File: src/rtl/wr_guard_pkg.sv
package wr_guard_pkg;
  typedef struct packed {
    logic loadMask;
    logic setIrq;
    logic clrIrq;
  } guardStrobes_t;
endpackage

File: src/rtl/wr_guard_dp.sv
module wr_guard_dp #(
  parameter int ADDR_W = 16,
  parameter int MASK_W = 8
) (
  input  logic              clk,
  input  logic              rstN,
  input  wr_guard_pkg::guardStrobes_t strobes,
  input  logic [MASK_W-1:0] maskValue,
  input  logic [ADDR_W-1:0] progAddr,
  input  logic [ADDR_W-1:0] memAddr,
  output logic              addrOk,
  output logic              irqFlag
);
  localparam int LSB = ADDR_W - MASK_W;

  logic [MASK_W-1:0] maskReg;
  logic [MASK_W-1:0] refReg;
  logic [MASK_W-1:0] diffBits;

  always_ff @(posedge clk) begin
    if (!rstN) begin
      maskReg <= '0;
      refReg  <= '0;
    end else if (strobes.loadMask) begin
      maskReg <= maskValue;
      refReg  <= progAddr[ADDR_W-1:LSB];
    end
  end

  for (genvar i = 0; i < MASK_W; i++) begin : g_bit
    assign diffBits[i] = maskReg[i] & (memAddr[LSB+i] ^ refReg[i]);
  end

  assign addrOk = ~|diffBits;

  always_ff @(posedge clk) begin
    if (!rstN)                irqFlag <= 1'b0;
    else if (strobes.setIrq)  irqFlag <= 1'b1;
    else if (strobes.clrIrq)  irqFlag <= 1'b0;
  end
endmodule

File: src/rtl/wr_guard_ctl.sv
module wr_guard_ctl (
  input  logic maskLoad,
  input  logic wrReq,
  input  logic opWrite,
  input  logic irqAck,
  input  logic addrOk,
  output logic memWe,
  output wr_guard_pkg::guardStrobes_t strobes
);
  logic checked;
  logic violation;

  always_comb begin
    checked   = wrReq & opWrite;
    violation = checked & ~addrOk;
    memWe     = wrReq & ~violation;
    strobes.loadMask = maskLoad;
    strobes.setIrq   = violation;
    strobes.clrIrq   = irqAck;
  end
endmodule

File: src/rtl/wr_guard.sv
module wr_guard #(
  parameter int ADDR_W = 16,
  parameter int MASK_W = 8
) (
  input  logic              clk,
  input  logic              rstN,
  input  logic              maskLoad,
  input  logic [MASK_W-1:0] maskValue,
  input  logic [ADDR_W-1:0] progAddr,
  input  logic [ADDR_W-1:0] memAddr,
  input  logic              wrReq,
  input  logic              opWrite,
  input  logic              irqAck,
  output logic              memWe,
  output logic              protIrq
);
  wr_guard_pkg::guardStrobes_t strobes;
  logic addrOk;

  wr_guard_ctl u_ctl (
    .maskLoad(maskLoad), .wrReq(wrReq), .opWrite(opWrite), .irqAck(irqAck),
    .addrOk(addrOk), .memWe(memWe), .strobes(strobes)
  );

  wr_guard_dp #(.ADDR_W(ADDR_W), .MASK_W(MASK_W)) u_dp (
    .clk(clk), .rstN(rstN), .strobes(strobes), .maskValue(maskValue),
    .progAddr(progAddr), .memAddr(memAddr), .addrOk(addrOk), .irqFlag(protIrq)
  );
endmodule

File: config.mk
export PLATFORM = sky130hd
export DESIGN_NAME = wr_guard
export DESIGN_NICKNAME = d
export VERILOG_FILES = /design/src/rtl/wr_guard_pkg.sv /design/src/rtl/wr_guard_dp.sv /design/src/rtl/wr_guard_ctl.sv /design/src/rtl/wr_guard.sv
export SDC_FILE = /design/constraint.sdc
export NUM_CORES = 1
export LEC_CHECK = 0
export BUFFER_PORTS_ARGS = -buffer_cell sky130_fd_sc_hd__buf_2
export CORE_MARGIN = 2
export CORE_UTILIZATION = 40
export DETAILED_ROUTE_END_ITERATION = 12
export PLACE_DENSITY = 0.76
export SLEW_MARGIN = 20
export SYNTH_ARGS = -nofsm -noshare
export SYNTH_HDL_FRONTEND = slang
export SYNTH_SLANG_ARGS = --single-unit
File: constraint.sdc
create_clock -name clk -period 1.3 [get_ports clk]
set_clock_uncertainty 0.05 [all_clocks]
set_input_delay 0.065 -clock clk [delete_from_list [all_inputs] [get_ports clk]]
set_output_delay 0.065 -clock clk [all_outputs]
set_load 0.1 [all_outputs]
==> flow_summary.yaml, run 1 <==
status:
  status: "complete, but fails checks"
  failed_checks: "negative setup slack"
final_layout:
  multi_input_area_um2: 404.1
  antenna_cells: 0
  synthToLayoutAreaGrowth_pct: 52.25
  drive_gt1_frac: 0.3675
  fill_cells: 151
  mostFrequentLayoutCell: "buf_2"
  seqCellArea_um2: 347.8
  final_cell_mix: "buf_2 (30), mux2i_1 (16), nor2b_1 (16), dlygate4sd3_1 (15), dfxtp_1 (11)"
  num-nets-final: 164
  layoutNonFillerInstCount: 142
routing:
  drt_wl_total_um: 1619
  wl_met3_um: 80
  top_layer: "met4"
  wl_per_cell_um: 11.40
  avgViaCountPerCell: 4.507
  routed-wl-met2_um: 845
  vias: 640
  drt_iter0_markers: 10
  wl_met1_um: 668
  dr.pass1.iters: 4
  drtAntennaViolNets: 0
  route.detailed.drc: 0
synth:
  syn_nets: 114
  synth_seq_cells: 17
  yosysTopAreaCell: "dfxtp_1"
  synthTopCellsByArea: "dfxtp_1 (45%), mux2i_1 (21%), nor2b_1 (13%)"
  synth_top_area_share: 0.4526
  ys_seq_area_frac: 0.4526
  synthesis.area_um2: 752.0
  postSynthCellCount: 68
  syn_area_per_cell_um2: 11.06
  yosysUniqueCellTypes: 11
  yosys_warnings: 0
die:
  fp-row-count: 15
  die-area_um2: 2243
  io_pins: 48
  die_h_um: 47.36
  coreArea_um2: 1745
  start_util: 0.4308
  die_w_um: 47.36
pwr:
  power_uw: 1112
  ir_drop_mv: 0.8818
  power_density_nw_per_um2: 970.9
  leakage_uw: 0.0005590
placement:
  io_buffers: 31
  gp_congestion: 0.6128
  place_ws_ns: -0.05030
  placedCellCount: 122
  dp_hpwl_um: 1067
timing:
  hold_ws_ns: 0.01437
  setup_ws_ns: -0.3500
  clock.fmax_mhz: 606.1
  setup_violations: 2
  slew_viol_final: 0
  rsz0062_at_grt: "yes"
  fin_crit_sh: 1.269
  hold_viol: 0
  tns_ns: -0.4268
  slew_headroom: 0.6793
  tightest_slew_ns: 0.4844
  period_minus_slack_ns: 1.650
worst_setup_path:
  path_class: "reg -> out"
  rr_endpoint: "u_dp.irqFlag"
  crit_start: "u_dp.refReg[2]"
  rrSetupSlack_ns: -0.08
  required_ns: 1.19
  cp_max_fo: 2
  end_kind: "output port"
  cp_slowest_cell: "dfxtp_2"
  critPathMaxStageDelay_ns: 0.34
  crit_path_cell_trace: "xor2_1, a22oi_1, nand4_1, a21boi_4, buf_12"
  cp-endpoint: "memWe"
  cp.arrival_ns: 1.54
  reg2reg_from: "u_dp.refReg[2]"
  r2r_cells: 5
  start_kind: "flip-flop"
job:
  maxCapViolCount: 0
clock_tree:
  htree_levels: 1
  clk_pin_slew_ns: 0.10
  cts_tree: "done"
  cts-root-buf: "clkbuf_4"
  clk_latency_ns: 0.29
  cts_buffers: 3
  cts_max_path_buffers: 2
  clock_sinks: 17
global_route:
  first_global_vias: 633
  grt_antenna_before_repair: 0
  grt_first_pass_wirelength_um: 2580
  grt_max_degree: 19
  grt_usage: 0.1676
  grt_overflow: 0
worst_hold_path:
  hold_path_depth: 2
  hp-class: "in -> reg"
kinds of logic (layout without fill, tap and decap cells):
logic type	Yosys count	after routing	synth area share
and+or+nand+nor	18	18	0.1531
DFF	17	17	0.4526
muxes	16	16	0.2130
xor gates and xnor gates	8	8	0.09318
AOI/OAI and AO/OA	6	6	0.06323
buffers and inverters	3	52	0.02495
how the worst min path moves through the flow:
stage,start,endpoint,slack (ns)
after global placement,wrReq,u_dp.irqFlag,0.27
after CTS,wrReq,u_dp.irqFlag,0.003
after global routing,wrReq,u_dp.irqFlag,0.02
final,wrReq,u_dp.irqFlag,0.01
after floorplan,rstN,u_dp.refReg[2],0.14
after detailed placement,progAddr[12],u_dp.refReg[4],0.28
synth_stat cells:
master     n
buf_4      2
dfxtp_1   17
a22oi_1    4
clkbuf_1   1
nor2b_1   16
a41o_1     1
nand4_1    1
mux2i_1   16
xor2_1     8
and3b_1    1
a21boi_0   1
metrics by stage:
| stage | utilization | instance area [um^2] |
|---|---|---|
| floorplan | - | 769.5 |
| global placement | 0.5498 | 959.7 |
| detailed placement | 0.5498 | 959.7 |
| CTS | 0.6552 | 1144 |
| global route | 0.6559 | 1145 |
| finish | 0.6559 | 1145 |
routing by layer:
| layer | global-route usage | up-vias |
|---|---|---|
| met5 | 0 | - |
| met4 | 0.1000 | 0 |
| met3 | 0.02692 | 4 |
| met2 | 0.2865 | 24 |
| met1 | 0.1944 | 279 |
| li1 | - | 333 |
report_power, final:
| part | leakage (uW) | total, uW | switching, uW | internal [uW] |
|---|---|---|---|---|
| registers | 0.000142 | 573 | 18.4 | 554 |
| logic | 0.000401 | 261 | 118 | 143 |
| clock network | 0.0000150 | 278 | 159 | 119 |
| total | 0.000559 | 1110 | 295 | 816 |
worst max-delay path, delay by kind of cell, from the launching register on:
kind,cells,cell delay (ns)
AND/OR/NAND/NOR,1,0.20
buffers and inverters,1,0.19
XOR/XNOR,1,0.14
flip-flops,1,0.34
AO/OA/AOI/OAI,2,0.38
cell type report:
cell class / instances / share of cell area
Clock buffer: 4 / 0.02295
Tap cell: 25 / 0.02732
Timing Repair Buffer: 48 / 0.2929
Sequential cell: 17 / 0.3038
Multi-Input combinational cell: 48 / 0.3530
registers in the layout, indices dropped and copies added, names as in the netlist:
signal,flops
u_dp.refReg,8
u_dp.irqFlag,1
u_dp.maskReg,8
repair_timing:
item / CTS / global route
hold buffers: 15 / 0
buffers inserted: 1 / 1
endpoints found under the setup margin: 2 / 2
endpoints found under the hold margin: 15 / 0
pin swaps: 2 / 1
resized for setup: 0 / 1
Power figures use the tool's default switching activity.
==> run 2, diff against run 1 <==
--- a/config.mk
+++ b/config.mk
@@ -10,6 +10,7 @@
 export CORE_UTILIZATION = 40
 export DETAILED_ROUTE_END_ITERATION = 12
 export PLACE_DENSITY = 0.76
+export RECOVER_POWER = 100
 export SLEW_MARGIN = 20
 export SYNTH_ARGS = -nofsm -noshare
 export SYNTH_HDL_FRONTEND = slang
==> run 2 against run 1 <==
  * Routed wire length decreased by 0.19%
  * Setup slack hardly changed
  * Combinational power is essentially flat
  * Clock power is essentially flat
  * Via count did not move
  * The flow still finishes with violations (negative setup slack)
  * Critical path depth unchanged
  * Total power about the same
  * Die area did not move
  * Register-to-register slack about the same
  * First-iteration DRC count stayed put
==> flow_summary.yaml, run 2 (same netlist as run 1, synthesis figures left out) <==
placement:
  io_buffers: 31
  place_ws_ns: -0.05030
  dp_hpwl_um: 1067
  gp_congestion: 0.6128
worst_setup_path:
  reg2reg_from: "u_dp.refReg[2]"
  cp_max_fo: 2
  path_class: "reg -> out"
  rrSetupSlack_ns: -0.08
  critPathMaxStageDelay_ns: 0.34
  end_kind: "output port"
  cp_slowest_cell: "dfxtp_2"
  path_delay_family: "compound AO/OA/AOI/OAI gates"
  cp.arrival_ns: 1.54
  path_buf_inv: 1
  required_ns: 1.19
  start_kind: "flip-flop"
  crit_path_cell_trace: "xor2_1, a22oi_1, nand4_1, a21boi_4, buf_12"
  crit_start: "u_dp.refReg[2]"
final_layout:
  antenna_cells: 0
  fill_cells: 151
  final_cell_mix: "buf_2 (29), mux2i_1 (16), nor2b_1 (16), dlygate4sd3_1 (15), dfxtp_1 (11)"
  reg_top3: "u_dp.maskReg: 8 flops, u_dp.refReg: 8 flops, u_dp.irqFlag: 1 flops"
  multi_input_area_um2: 404.1
  fin_util: 0.6559
  seqCellArea_um2: 347.8
  synthToLayoutAreaGrowth_pct: 52.25
  num-nets-final: 164
  drive_gt1_frac: 0.3675
  mostFrequentLayoutCell: "buf_2"
global_route:
  use_met2: 0.2865
  grt_usage: 0.1676
  first_global_vias: 633
  grt_overflow: 0
  met1_usage: 0.1944
  busiest_layer: "met2"
  grt_antenna_before_repair: 0
  grt_first_pass_wirelength_um: 2580
  use_met3: 0.02692
  grt_max_degree: 19
timing:
  setup_violations: 2
  slew_viol_final: 0
  hold_viol: 0
  tightest_slew_ns: 0.5389
  rsz0062_at_grt: "yes"
  fin_crit_sh: 1.269
  tns_ns: -0.4269
  period_minus_slack_ns: 1.650
  clock.fmax_mhz: 606.1
  hold_ws_ns: 0.01445
  slew_headroom: 0.6423
  setup_ws_ns: -0.3500
worst_hold_path:
  hp-class: "in -> reg"
  holdCritStartpoint: "wrReq"
clock_tree:
  cts_max_path_buffers: 2
  clk_pin_slew_ns: 0.10
  cts-root-buf: "clkbuf_4"
  clk_latency_ns: 0.29
  clock_sinks: 17
  cts_buffers: 3
  htree_levels: 1
  cts_tree: "done"
routing:
  drtAntennaViolNets: 0
  route.detailed.drc: 0
  drt_iter0_markers: 10
  vias: 640
  avgViaCountPerCell: 4.507
  wl_per_cell_um: 11.38
  dr.pass1.iters: 4
  drt_wl_total_um: 1616
pwr:
  power_density_nw_per_um2: 970.7
  p_comb_frac: 0.235
  internal_power_uw: 816.0
  switching_share: 0.2657
  switching_power_uw: 295.3
  power_frac_clock: 0.250
  leakage_uw: 0.0005578
  ir_drop_mv: 0.8818
  power_uw: 1111
  power_frac_seq: 0.515
die:
  coreArea_um2: 1745
  die-area_um2: 2243
  fp-row-count: 15
  io_pins: 48
  start_util: 0.4308
  die_w_um: 47.36
  die_h_um: 47.36
status:
  failed_checks: "negative setup slack"
  status: "complete, but fails checks"
job:
  maxCapViolCount: 0
-- run 2: area by class of cell --
type | instances | area share
multi-input combinational | 48 | 0.3530
tap | 25 | 0.02732
timing repair buffer | 48 | 0.2929
sequential | 17 | 0.3038
clock buffer | 4 | 0.02295
-- run 2: what timing repair did --
action	in CTS	in global routing
gates resized for setup	0	1
endpoints found under the hold margin	15	0
hold buffers	15	0
setup endpoints to repair	2	2
pin swaps	2	1
buffers inserted	1	1
-- run 2: stage by stage --
step / area [um^2] / std cells
floorplan: 769.5 / 68
global placement: 959.7 / 122
detailed placement: 959.7 / 122
CTS: 1144 / 142
global route: 1145 / 142
finish: 1145 / 142
-- run 2: power by group through the flow --
stage | Clock, uW | Sequential (uW) | Combinational [uW]
CTS | 290 | 572 | 262
global placement | 0 | 582 | 215
detailed placement | 0 | 584 | 219
floorplan | 0 | 594 | 127
global route | 310 | 576 | 281
finish | 278 | 573 | 261
-- run 2: worst register-to-register path: cells and delay by family (launching register included) --
family	cells	cell delay [ns]
flip-flops	1	0.34
AND/OR/NAND/NOR	1	0.20
XOR/XNOR	1	0.14
AO/OA/AOI/OAI	2	0.36
buffers and inverters	1	0.19
-- run 2: worst paths after layout --
check                   endpoint  cells past startpoint
setup reg to reg    u_dp.irqFlag                      5
hold reg to reg   u_dp.refReg[3]                      2
setup / recovery           memWe                      5
hold / removal      u_dp.irqFlag                      2
-- run 2: layer usage --
layer | up-vias | routed length [um]
met4 | 0 | 24
met2 | 24 | 843
li1 | 333 | -
met1 | 279 | 665
met5 | - | 0
met3 | 4 | 82
